--- src/rtl/vint_pkg.sv ---
package vint_pkg;
  // Handshake phase of the two-pulse acknowledge
  typedef enum logic [1:0] {
    PH_IDLE   = 2'd0,
    PH_FIRST  = 2'd1,
    PH_GAP    = 2'd2,
    PH_SECOND = 2'd3
  } hs_phase_e;
endpackage

--- src/rtl/vint_req_latch.sv ---
module vint_req_latch #(
  parameter int unsigned N_IN = 8
) (
  input  logic            clk,
  input  logic            rst_n,
  input  logic [N_IN-1:0] irq_in,
  input  logic [N_IN-1:0] clr_vec,
  output logic [N_IN-1:0] irr_o
);
  logic [N_IN-1:0] irq_q, irr_q, irr_d, rise;

  always_comb begin
    rise  = irq_in & ~irq_q;
    // pending only while the line stays high; granted bit is retired
    irr_d = ((irr_q | rise) & irq_in) & ~clr_vec;
  end

  always_ff @(posedge clk or negedge rst_n) begin
    if (!rst_n) begin
      irq_q <= '0;
      irr_q <= '0;
    end else begin
      irq_q <= irq_in;
      irr_q <= irr_d;
    end
  end

  assign irr_o = irr_q;


  req_level_chk: assert property (@(posedge clk) disable iff (!rst_n)
    (irr_q & ~$past(irq_in)) == '0);
endmodule

--- src/rtl/vint_isr.sv ---
module vint_isr #(
  parameter int unsigned N_IN = 8,
  parameter int unsigned IDW  = $clog2(N_IN)
) (
  input  logic            clk,
  input  logic            rst_n,
  input  logic            set_en,
  input  logic [IDW-1:0]  set_idx,
  input  logic            eoi,
  output logic [N_IN-1:0] isr_o,
  output logic [N_IN-1:0] blk_o
);
  logic [N_IN-1:0] isr_q, isr_d, low_bit, set_vec;

  always_comb begin
    low_bit = isr_q & (~isr_q + 1'b1);
    set_vec = set_en ? ({{(N_IN-1){1'b0}}, 1'b1} << set_idx) : '0;
    isr_d   = (isr_q & ~(eoi ? low_bit : '0)) | set_vec;
  end

  always_ff @(posedge clk or negedge rst_n) begin
    if (!rst_n) isr_q <= '0;
    else        isr_q <= isr_d;
  end

  // blocking mask: bit j blocked if any in-service bit at j or above in rank
  assign blk_o[0] = isr_q[0];
  for (genvar j = 1; j < N_IN; j++) begin : g_blk
    assign blk_o[j] = blk_o[j-1] | isr_q[j];
  end

  assign isr_o = isr_q;


  isr_set_chk: assert property (@(posedge clk) disable iff (!rst_n)
    set_en |=> isr_q[$past(set_idx)]);


  eoi_drop_chk: assert property (@(posedge clk) disable iff (!rst_n)
    (eoi && (isr_q != '0) && !set_en) |=>
      ($countones(isr_q) == $past($countones(isr_q)) - 1));
endmodule

--- src/rtl/vint_resolve.sv ---
module vint_resolve #(
  parameter int unsigned N_IN = 8,
  parameter int unsigned IDW  = $clog2(N_IN)
) (
  input  logic [N_IN-1:0] irr,
  input  logic [N_IN-1:0] imr,
  input  logic [N_IN-1:0] blk,
  output logic            any,
  output logic [IDW-1:0]  idx
);
  logic [N_IN-1:0] elig;

  always_comb begin
    elig = irr & ~imr & ~blk;
    any  = 1'b0;
    idx  = '0;
    // scan downward so the lowest eligible number wins
    for (int i = N_IN - 1; i >= 0; i--) begin
      if (elig[i]) begin
        any = 1'b1;
        idx = IDW'(i);
      end
    end
  end
endmodule

--- src/rtl/vint_handshake.sv ---
module vint_handshake
  import vint_pkg::*;
#(
  parameter int unsigned N_IN = 8,
  parameter int unsigned IDW  = $clog2(N_IN),
  parameter int unsigned VW   = 8,
  localparam int unsigned BW  = VW - IDW
) (
  input  logic            clk,
  input  logic            rst_n,
  input  logic            ack_n,
  input  logic            is_master,
  input  logic [N_IN-1:0] link,
  input  logic [IDW-1:0]  cas_in,
  input  logic            any,
  input  logic [IDW-1:0]  idx,
  input  logic [BW-1:0]   base,
  output logic            grant,
  output logic [IDW-1:0]  cas_out,
  output logic            cas_oe,
  output logic [VW-1:0]   dout,
  output logic            dout_oe
);
  hs_phase_e      ph_q, ph_d;
  logic           ack_q, ack_fall, ack_rise, take;
  logic [IDW-1:0] win_q, win_d;
  logic [VW-1:0]  vec_q, vec_d;
  logic           routed;

  always_comb begin
    ack_fall = ack_q & ~ack_n;
    ack_rise = ~ack_q & ack_n;
    take     = (ph_q == PH_IDLE) && ack_fall;
    grant    = take && any;
    win_d    = win_q;
    vec_d    = vec_q;
    ph_d     = ph_q;
    if (take) begin
      win_d = any ? idx : {IDW{1'b1}};
      vec_d = {base, win_d};
    end
    unique case (ph_q)
      PH_IDLE:   if (ack_fall) ph_d = PH_FIRST;
      PH_FIRST:  if (ack_rise) ph_d = PH_GAP;
      PH_GAP:    if (ack_fall) ph_d = PH_SECOND;
      PH_SECOND: if (ack_rise) ph_d = PH_IDLE;
      default:   ph_d = PH_IDLE;
    endcase
  end

  always_ff @(posedge clk or negedge rst_n) begin
    if (!rst_n) begin
      ph_q  <= PH_IDLE;
      ack_q <= 1'b1;
      win_q <= '0;
      vec_q <= '0;
    end else begin
      ph_q  <= ph_d;
      ack_q <= ack_n;
      if (take) begin
        win_q <= win_d;
        vec_q <= vec_d;
      end
    end
  end

  always_comb begin
    routed  = link[win_q];
    cas_out = win_q;
    cas_oe  = is_master && (ph_q != PH_IDLE) && routed;
    dout    = vec_q;
    dout_oe = (ph_q == PH_SECOND) &&
              (is_master ? !routed : (cas_in == link[IDW-1:0]));
  end


  cas_master_chk: assert property (@(posedge clk) disable iff (!rst_n)
    cas_oe |-> is_master);


  data_phase_chk: assert property (@(posedge clk) disable iff (!rst_n)
    dout_oe |-> !ack_q);


  vec_hold_chk: assert property (@(posedge clk) disable iff (!rst_n)
    (dout_oe && $past(dout_oe)) |-> $stable(dout));
endmodule

--- src/rtl/vint_ctrl.sv ---
module vint_ctrl #(
  parameter int unsigned N_IN = 8,
  parameter int unsigned VW   = 8,
  localparam int unsigned IDW = $clog2(N_IN),
  localparam int unsigned BW  = VW - IDW
) (
  input  logic            clk,
  input  logic            rst_n,
  input  logic [N_IN-1:0] irq_in,
  input  logic            ack_n,
  input  logic            mask_we,
  input  logic [N_IN-1:0] mask_data,
  input  logic            base_we,
  input  logic [BW-1:0]   base_data,
  input  logic            link_we,
  input  logic [N_IN-1:0] link_data,
  input  logic            eoi_we,
  input  logic            is_master,
  input  logic [IDW-1:0]  cas_in,
  output logic [IDW-1:0]  cas_out,
  output logic            cas_oe,
  output logic            int_out,
  output logic [VW-1:0]   dout,
  output logic            dout_oe
);
  // reset: asserted asynchronously, released on the clock
  logic [1:0] rs_q;
  logic       rst_i;

  always_ff @(posedge clk or negedge rst_n) begin
    if (!rst_n) rs_q <= 2'b00;
    else        rs_q <= {rs_q[0], 1'b1};
  end
  assign rst_i = rs_q[1];

  // configuration registers
  logic [N_IN-1:0] imr_q, imr_d, link_q, link_d;
  logic [BW-1:0]   base_q, base_d;

  always_comb begin
    imr_d  = mask_we ? mask_data : imr_q;
    base_d = base_we ? base_data : base_q;
    link_d = link_we ? link_data : link_q;
  end

  always_ff @(posedge clk or negedge rst_i) begin
    if (!rst_i) begin
      imr_q  <= '0;
      base_q <= '0;
      link_q <= '0;
    end else begin
      imr_q  <= imr_d;
      base_q <= base_d;
      link_q <= link_d;
    end
  end

  logic [N_IN-1:0] irr, isr, blk, clr_vec;
  logic            any, grant;
  logic [IDW-1:0]  idx;

  assign clr_vec = grant ? ({{(N_IN-1){1'b0}}, 1'b1} << idx) : '0;

  vint_req_latch #(.N_IN(N_IN)) u_req (
    .clk(clk), .rst_n(rst_i), .irq_in(irq_in), .clr_vec(clr_vec), .irr_o(irr)
  );

  vint_isr #(.N_IN(N_IN), .IDW(IDW)) u_isr (
    .clk(clk), .rst_n(rst_i), .set_en(grant), .set_idx(idx), .eoi(eoi_we),
    .isr_o(isr), .blk_o(blk)
  );

  vint_resolve #(.N_IN(N_IN), .IDW(IDW)) u_res (
    .irr(irr), .imr(imr_q), .blk(blk), .any(any), .idx(idx)
  );

  vint_handshake #(.N_IN(N_IN), .IDW(IDW), .VW(VW)) u_hs (
    .clk(clk), .rst_n(rst_i), .ack_n(ack_n), .is_master(is_master),
    .link(link_q), .cas_in(cas_in), .any(any), .idx(idx), .base(base_q),
    .grant(grant), .cas_out(cas_out), .cas_oe(cas_oe),
    .dout(dout), .dout_oe(dout_oe)
  );

  assign int_out = any;


  int_src_chk: assert property (@(posedge clk) disable iff (!rst_i)
    int_out |-> ((irr & ~imr_q) != '0));


  int_blk_chk: assert property (@(posedge clk) disable iff (!rst_i)
    int_out |-> ((irr & ~imr_q & ~blk) != '0));


  mask_apply_chk: assert property (@(posedge clk) disable iff (!rst_i)
    (mask_we && (mask_data == '1)) |=> !int_out);
endmodule

--- config.mk ---
export PLATFORM = sky130hd
export DESIGN_NAME = vint_ctrl
export DESIGN_NICKNAME = d
export VERILOG_FILES = /design/src/rtl/vint_pkg.sv /design/src/rtl/vint_req_latch.sv /design/src/rtl/vint_isr.sv /design/src/rtl/vint_resolve.sv /design/src/rtl/vint_handshake.sv /design/src/rtl/vint_ctrl.sv
export SDC_FILE = /design/constraint.sdc
export NUM_CORES = 1
export LEC_CHECK = 0
export CAP_MARGIN = 10
export CORE_MARGIN = 3
export CORE_UTILIZATION = 40
export CTS_CLUSTER_SIZE = 12
export DETAILED_ROUTE_END_ITERATION = 12
export MAX_ROUTING_LAYER = met4
export PLACE_DENSITY = 0.74
export RECOVER_POWER = 100
export SLEW_MARGIN = 20
export SYNTH_ARGS = -nofsm -noshare
export SYNTH_HDL_FRONTEND = slang
export SYNTH_SLANG_ARGS = --single-unit
--- constraint.sdc ---
create_clock -name clk -period 1.7 [get_ports clk]
set_input_delay 0.34 -clock clk [delete_from_list [all_inputs] [get_ports clk]]
set_output_delay 0.34 -clock clk [all_outputs]
set_load 0.02 [all_outputs]
# Word-level counts from Yosys, hierarchy flattened
# Index checks and enable logic that the tools add are counted.
word_totals:
  reg_bits: 61
  latchBits: 0
  ram_bits: 0
  rom_bits: 0
  input_bits: 40
  output_inout_bits: 14
  elab_cells: 84
  mem_count: 0
classes:
  add_sub_neg: 1
  mul: 0
  div: 0
  magnitude_cmp: 1
  eq_ne: 8
  shifts: 1
  mux: 27
  bitwise: 26
  reduce_logical: 9
op_table:
  columns: ["op", "n"]
  rows:
  - ["8-bit bitwise AND", 7]
  - ["8-bit NOT", 6]
  - ["3-bit 2-to-1 mux", 9]
  - ["8-bit 2-to-1 mux", 2]
  - ["8-bit bitwise OR", 2]
  - ["1-bit 2-to-1 mux", 10]
  - ["8-bit by 1-bit adder with 8-bit output, second input constant", 1]
  - ["2-bit 2-to-1 mux", 4]
  - ["2-bit by 1-bit != test with 1-bit output, second input constant", 4]
  - ["2-bit case mux with 4 select lines", 1]
  - ["1-bit by 3-bit << shifter with 8-bit output, first input constant", 1]
  - ["1-bit bitwise OR", 7]
  - ["1-bit logical AND", 5]
  - ["2-bit == test, second input constant", 2]
  - ["3-bit by 4-bit < comparator with 1-bit output, second input constant", 1]
  - ["4-bit AND reduction", 1]
  - ["1-bit binary-select mux with 3-bit select", 1]
  - ["3-bit == test", 1]
  - ["1-bit bitwise AND", 2]
  - ["2-bit by 1-bit == test with 1-bit output, second input constant", 1]
  - ["2-bit logical NOT", 1]
  - ["1-bit NOT", 2]
  - ["2-bit nonzero test", 1]
  - ["1-bit logical NOT", 1]

# Logic depth before layout (Yosys ltp)
# Gate-level depths: netlist of run 1.
logic_depth:
  depth_word: 21
  mapped_depth: 7
  depth_no_buf: 7

# Cells and area by module
# A second synthesis of run 1 with hierarchy kept.
hier_totals:
  hier_cells: 211
  area_unflattened_um2: 2835.2
by_module_without_submodules:
  columns: ["mod", "n_inst", "cells_each", "area_each_um2", "seq_area_each_um2"]
  rows:
  - ["vint_ctrl", 1, 55, 983.4, 575.6]
  - ["vint_handshake", 1, 61, 666.9, 276.5]
  - ["vint_req_latch", 1, 32, 610.6, 400.4]
  - ["vint_isr", 1, 40, 397.9, 200.2]
  - ["vint_resolve", 1, 23, 176.4, 0.0]

# Least setup slack after synthesis of run 1
# OpenSTA, ideal clock, no wires.
synth_path:
  path_type: "register -> output"
  startpoint: "register, netlist name u_hs.dout[0]"
  endpoint: "output port dout_oe"
  arrival_ns: 1.696
  t_required_ns: 1.360
  setup_slack_ns: -0.336
  stages_incl_launch_ff: 4
  path_buffers: 0
  cell_sequence: "dfrtp_1 > mux4_2 > mux2_2 > a21oi_1"
synth_rtl:
  columns: ["element", "line", "text"]
  rows:
  - ["end, declared", "vint_ctrl.sv:24", "output logic dout_oe"]

==> impl_metrics.env, run 1 <==
export IMPL_grt_pass1_wl_um=9780
export IMPL_ctsHoldBuffers=0
export IMPL_wl_per_cell_um=14.7
export IMPL_arrival_ns=1.77
export IMPL_cp_end_kind="output pin"
export IMPL_fin_skew_ns=0.00642
export IMPL_dp_cells=389
export IMPL_vias_per_cell=5.09
export IMPL_synth_top_cell_by_area="dfrtp_1"
export IMPL_p_leak_uw=0.00178
export IMPL_synth_area_top_cells="dfrtp_1 55%, mux2_2 9.6%, nand2_1 3.6%"
export IMPL_numCtsBuffers=9
export IMPL_die_h_um=86.2
export IMPL_worstSetupPathType="register to output pin"
export IMPL_cp_cell_sequence="mux4_2 > mux2_4 > a21oi_2 > buf_4"
export IMPL_yosysWarnings=0
export IMPL_grt_usage_pct=17.7
export IMPL_final_cell_mix="55 x dfrtp_1, 38 x buf_4, 32 x clkdlybuf4s50_1, 22 x nand2_1, 21 x mux2_2"
export IMPL_drive_gt1_share_pct=36.6
export IMPL_vias=2093
export IMPL_hp_class="register to async pin"
export IMPL_cts_max_path_buffers=2
export IMPL_synth_top_cell_area_share_pct=55.4
export IMPL_slew_limit_headroom_pct=57.8
export IMPL_clk_latency_ns=0.33
export IMPL_rsz0062_at_grt="yes"
export IMPL_power_density_nw_per_um2=1230
export IMPL_fin_nets=375
export IMPL_synth_seq_area_share_pct=56.5
export IMPL_initial_core_util_pct=42.4
export IMPL_grt_pass1_vias=2106
export IMPL_finalCriticalPeriod_ns=2.11
export IMPL_synth_area_um2=2570
export IMPL_place_congestion=0.854
export IMPL_dieArea_um2=7430
export IMPL_tightest_slew_ns=0.633
export IMPL_cts_reportedPaths_clkPinSlew_ns=0.06
export IMPL_cts_max_level=3
export IMPL_drc=0
export IMPL_syn_area_per_cell_um2=11.7
export IMPL_rows=28
export IMPL_netlist_instances=220
export IMPL_post_route_period_util_pct=124
export IMPL_cp_max_fo=3
export IMPL_max_freq_mhz=473
export IMPL_final_common_cell="dfrtp_1"
export IMPL_ios=54
export IMPL_ys_types=46
export IMPL_violations="setup timing"
export IMPL_cts_tree="yes"
export IMPL_layoutNonFillerInstCount=411
export IMPL_ys_seq_elements=58
export IMPL_cts_sinks=58
export IMPL_finalPower_uw=4740
export IMPL_antenna_cells=0
export IMPL_peakVddDrop_mv=0.777
export IMPL_die_w_um=86.2
export IMPL_worstPathRequired_ns=1.36
export IMPL_setup_ws_ns=-0.414
export IMPL_worst_path_largest_cell_delay_ns=0.50
export IMPL_coreArea_um2=6060
export IMPL_drtIter0Drc=92
export IMPL_hpwlAfterDp_um=4140
export IMPL_io_buffers=53
export IMPL_fin_util_pct=63.8
export IMPL_maxCapViolations=0
export IMPL_place_ws_ns=-0.560
export IMPL_drv_slew=0
export IMPL_register_area_um2=1460
export IMPL_critPathLaunchType="register"
export IMPL_dr_pass1_iters=4
export IMPL_syn_num_nets=264
export IMPL_setup_viol=17
export IMPL_grt_max_degree=28
export IMPL_crit_slowest_cell="mux4_2"
export IMPL_multi_input_area_um2=1180
export IMPL_hold_viol_final=0
export IMPL_cts_root_buffer="clkbuf_8"
export IMPL_grt_antenna_before_repair=0
export IMPL_outcome="finished, violations left"
export IMPL_area_delta_synth_final_pct=50.4
export IMPL_wirelength_um=6030
export IMPL_grt_overflow=0
export IMPL_fillers=478
export IMPL_postRouteAntennaNets=0
[path summary, 6_finish.rpt]
kind                                 from             end  slack [ns]  cells after the start
min reg2reg                       rs_q[1]    u_hs.dout[7]        0.23                      0
max in group asynchronous         rs_q[1]  u_isr.isr_o[1]        0.41                      1
max                          u_hs.dout[0]         dout_oe       -0.41                      4
max reg2reg                u_isr.isr_o[0]  u_isr.isr_o[5]       -0.15                      9
min in group clk                  rs_q[0]         rs_q[1]        0.35                      0
min                               rs_q[1]    u_hs.dout[7]        0.23                      0
[Yosys cell counts, drive strengths merged]
master / number
or2: 2
buf: 3
o21a: 2
nand2: 25
xor2: 3
inv: 10
o311ai: 1
a31oi: 1
a22oi: 2
a21o: 1
and4: 1
a21bo: 1
nor3: 6
a22o: 3
o221ai: 1
nand4: 1
mux2: 22
nor2b: 4
nand2b: 5
nand3: 1
or3: 4
o21ai: 20
o21bai: 1
nor2: 9
o31ai: 1
nor4: 1
and3: 2
and3b: 1
nor4b: 2
ha: 4
dfstp: 1
dfrtp: 57
a21oi: 10
mux4: 2
clkbuf: 4
nand3b: 1
conb: 1
o22ai: 2
nor3b: 2
[report_power, final]
part / internal, µW / switching [µW]
combinational: 961 / 906
sequential: 1590 / 140
clock: 644 / 506
[cell type report]
cell class / count / area share (%)
clock buffer: 14 / 4.46
multi-input combinational: 145 / 30.6
sequential: 58 / 37.6
clock inverter: 2 / 0.259
timing repair buffer: 107 / 23.7
tap: 75 / 2.43
inverter: 10 / 0.970
[sequential cells by signal (all words and copies together), names as in the netlist]
name         flops
base_q           5
imr_q            8
link_q           8
rs_q             2
u_hs.ack_q       1
u_hs.dout        8
u_hs.ph_q        2
u_isr.isr_o      8
u_req.irq_q      8
u_req.irr_o      8
[stage by stage]
stage / area [µm²] / hold WS, ns / setup TNS [ns]
floorplan: 2580 / 0.0444 / -0.154
global placement: 3540 / 0.166 / -2.34
detailed placement: 3540 / 0.168 / -2.60
CTS: 3850 / 0.151 / -2.13
global route: 3870 / 0.210 / -3.79
finish: 3870 / 0.233 / -2.26
[what timing repair did]
action                     4_1_cts  5_1_grt
setup endpoints to repair       22       21
gates resized for setup         48       19
buffers inserted                 4        6
pin swaps                        7       17
[cells by family after synthesis]
group / after synthesis / synth area share, %
other: 1 / 0.146
AOI/OAI and AO/OA: 46 / 11.1
DFF: 58 / 56.5
and+or+nand+nor: 67 / 15.0
xor gates and xnor gates: 3 / 1.02
muxes: 24 / 11.4
buffers and inverters: 17 / 2.92
adders and majority gates: 4 / 1.95
[metal layers]
layer	share of wire [%]	up-vias	global-route usage, %
met5	0	-	-
met4	2.0	0	6.37
met3	5.2	14	5.99
met2	50	61	27.6
met1	42	1016	21.6
li1	-	1002	-
[worst max-delay path, delay by kind of cell (launching register included)]
| kind | cells | cell delay, ns |
|---|---|---|
| multiplexers | 2 | 0.80 |
| buffers and inverters | 1 | 0.14 |
| AO/OA/AOI/OAI | 1 | 0.11 |
| flip-flops | 1 | 0.40 |
(Power assumes the default switching activity.)
==> inputs of run 2 (changes only) <==
--- a/config.mk
+++ b/config.mk
@@ -5,7 +5,7 @@
 export SDC_FILE = /design/constraint.sdc
 export NUM_CORES = 1
 export LEC_CHECK = 0
-export CAP_MARGIN = 10
+export CAP_MARGIN = 15
 export CORE_MARGIN = 3
 export CORE_UTILIZATION = 40
 export CTS_CLUSTER_SIZE = 12
==> results of run 2 <==
Final layout, timing and power as in run 1 (identical DEF).
==> inputs of run 3 (changes only) <==
--- a/config.mk
+++ b/config.mk
@@ -5,15 +5,16 @@
 export SDC_FILE = /design/constraint.sdc
 export NUM_CORES = 1
 export LEC_CHECK = 0
-export CAP_MARGIN = 15
+export CAP_MARGIN = 30
 export CORE_MARGIN = 3
 export CORE_UTILIZATION = 40
 export CTS_CLUSTER_SIZE = 12
 export DETAILED_ROUTE_END_ITERATION = 12
 export MAX_ROUTING_LAYER = met4
-export PLACE_DENSITY = 0.74
+export PLACE_DENSITY = 0.73
 export RECOVER_POWER = 100
 export SLEW_MARGIN = 20
 export SYNTH_ARGS = -nofsm -noshare
 export SYNTH_HDL_FRONTEND = slang
+export SYNTH_HIERARCHICAL = 1
 export SYNTH_SLANG_ARGS = --single-unit
==> run 3 against run 2 <==
Net effect:
- the run still ends with setup timing left
- fmax down 29%
- largest cell class unchanged
- sequential cell count unchanged
- clock-buffer cell count down 3
- area after synthesis up 9.9%
- setup slack worse by 0.84 ns
==> impl_metrics.env, run 3 <==
export IMPL_netlist_instances=210
export IMPL_internal_power_uw=4170
export IMPL_cts_max_path_buffers=2
export IMPL_setup_ws_ns=-1.26
export IMPL_worst_path_largest_cell_delay_ns=0.55
export IMPL_die_h_um=90.1
export IMPL_comb_power_share_pct=43.1
export IMPL_io_buffers=53
export IMPL_drv_slew=0
export IMPL_outcome="finished, violations left"
export IMPL_drtIter0Drc=98
export IMPL_final_cell_mix="55 x dfrtp_1, 55 x buf_4, 34 x clkdlybuf4s50_1, 14 x mux2_1"
export IMPL_reg2reg_depth=10
export IMPL_grt_pass1_vias=2347
export IMPL_p_sw_share_pct=30.9
export IMPL_tightest_slew_ns=1.35
export IMPL_initial_core_util_pct=41.4
export IMPL_cts_root_buffer="clkbuf_8"
export IMPL_cts_max_level=3
export IMPL_grt_overflow=0
export IMPL_grt_pass1_wl_um=11400
export IMPL_wl_per_cell_um=15.4
export IMPL_maxCapViolations=0
export IMPL_place_congestion=0.873
export IMPL_critPathLaunchType="register"
export IMPL_multi_input_area_um2=1400
export IMPL_dp_cells=412
export IMPL_cts_sinks=58
export IMPL_p_leak_uw=0.00195
export IMPL_area_delta_synth_final_pct=52.1
export IMPL_fillers=554
export IMPL_fin_nets=382
export IMPL_r2r_end="u_req/irr_o[4]"
export IMPL_crit_end="u_req/irr_o[4]"
export IMPL_layoutNonFillerInstCount=439
export IMPL_seq_power_share_pct=28.8
export IMPL_coreArea_um2=6830
export IMPL_grt_antenna_before_repair=0
export IMPL_fin_skew_ns=0.0104
export IMPL_violations="setup timing"
export IMPL_r2r_slack_ns=-1.26
export IMPL_finalPower_uw=6030
export IMPL_peakVddDrop_mv=0.601
export IMPL_power_density_nw_per_um2=1400
export IMPL_arrival_ns=3.21
export IMPL_cp_startpoint="u_isr/isr_o[4]"
export IMPL_rows=30
export IMPL_max_freq_mhz=338
export IMPL_die_w_um=90.1
export IMPL_syn_num_nets=254
export IMPL_cp_max_fo=5
export IMPL_vias=2135
export IMPL_yosysWarnings=6
export IMPL_wirelength_um=6770
export IMPL_hpwlAfterDp_um=4560
export IMPL_cp_end_kind="register"
export IMPL_dieArea_um2=8110
export IMPL_worstPathRequired_ns=1.96
export IMPL_dr_pass1_iters=4
export IMPL_slew_limit_headroom_pct=10.2
export IMPL_crit_slowest_cell="or4_4"
export IMPL_syn_area_per_cell_um2=13.5
export IMPL_fin_util_pct=63.0
export IMPL_ctsHoldBuffers=0
export IMPL_cts_tree="yes"
export IMPL_finalCriticalPeriod_ns=2.96
export IMPL_synth_area_um2=2830
export IMPL_worstSetupPathType="register to register"
export IMPL_ios=54
export IMPL_switching_power_uw=1860
export IMPL_path_common_cell="or4_4"
export IMPL_register_area_um2=1460
export IMPL_grt_usage_pct=18.3
export IMPL_rsz0062_at_grt="yes"
export IMPL_drive_gt1_share_pct=45.5
export IMPL_clk_latency_ns=0.33
export IMPL_grt_max_degree=57
export IMPL_clockPowerShare_pct=28.1
export IMPL_numCtsBuffers=9
export IMPL_post_route_period_util_pct=174
export IMPL_hp_class="primary input to async pin"
export IMPL_drc=0
export IMPL_cts_reportedPaths_clkPinSlew_ns=0.07
export IMPL_cp_cell_sequence="or4_4 > or4_4 > or2_4 > nor3b_4 > buf_4 > o211ai_1 > a21oi_2 > buf_6 > and4bb_2 > nor3b_2"
export IMPL_setup_viol=22
export IMPL_worstReg2RegStart="u_isr/isr_o[4]"
export IMPL_hold_viol_final=0
export IMPL_vias_per_cell=4.86
export IMPL_antenna_cells=0
export IMPL_postRouteAntennaNets=0
[run 3: area by class of cell]
type | count | share of cell area [%]
Sequential cell | 58 | 33.8
Clock inverter | 5 | 2.91
Inverter | 6 | 0.524
Multi-Input combinational cell | 141 | 32.6
Tap cell | 96 | 2.79
Clock buffer | 11 | 3.29
Timing Repair Buffer | 122 | 24.0
[run 3: what timing repair did]
action | 4_1_cts | 5_1_grt
gates cloned | 3 | 0
pin swaps | 12 | 13
setup buffers | 6 | 2
setup endpoints to repair | 28 | 28
gates resized for setup | 40 | 24
[run 3: critical path: cells and delay by family, from the launching register on]
kind,cells,cell delay [ns]
flip-flops,1,0.38
AO/OA/AOI/OAI,2,0.32
AND/OR/NAND/NOR,6,1.89
buffers and inverters,2,0.29
[run 3: how the worst min path moves through the flow]
stage	slack, ns	to	depth (start not counted)	start
after global routing	0.22	rs_q[0]	1	rst_n
after global placement	0.27	base_q[1]	1	rs_q[1]
after detailed placement	0.28	base_q[3]	1	rs_q[1]
final	0.23	rs_q[0]	1	rst_n
after CTS	0.15	rs_q[0]	1	rst_n
after floorplan	0.04	rs_q[0]	0	rst_n
[run 3: layer usage]
layer | part of all wire, % | global-route usage [%]
met5 | 0 | -
met2 | 52 | 30.9
met4 | 1.3 | 6.25
met3 | 4.3 | 4.52
met1 | 42 | 21.4
[run 3: per-stage QoR]
stage,cell area (µm²),setup WS [ns],setup TNS [ns],hold slack (ns)
4_1_cts,4280,-1.24,-23.93,0.153
6_report,4300,-1.26,-24.60,0.235
5_1_grt,4300,-1.36,-32.33,0.224
2_1_floorplan,2840,-1.28,-22.62,0.0444
3_5_place_dp,3910,-1.38,-25.84,0.276
3_3_place_gp,3910,-1.32,-24.01,0.270
[run 3: power by group through the flow]
stage	combinational [µW]	sequential, µW	clock, µW
global placement	2180	1760	0
floorplan	1050	1900	0
detailed placement	2240	1760	0
finish	2600	1740	1700
CTS	2440	1740	1730
global route	2800	1760	1790
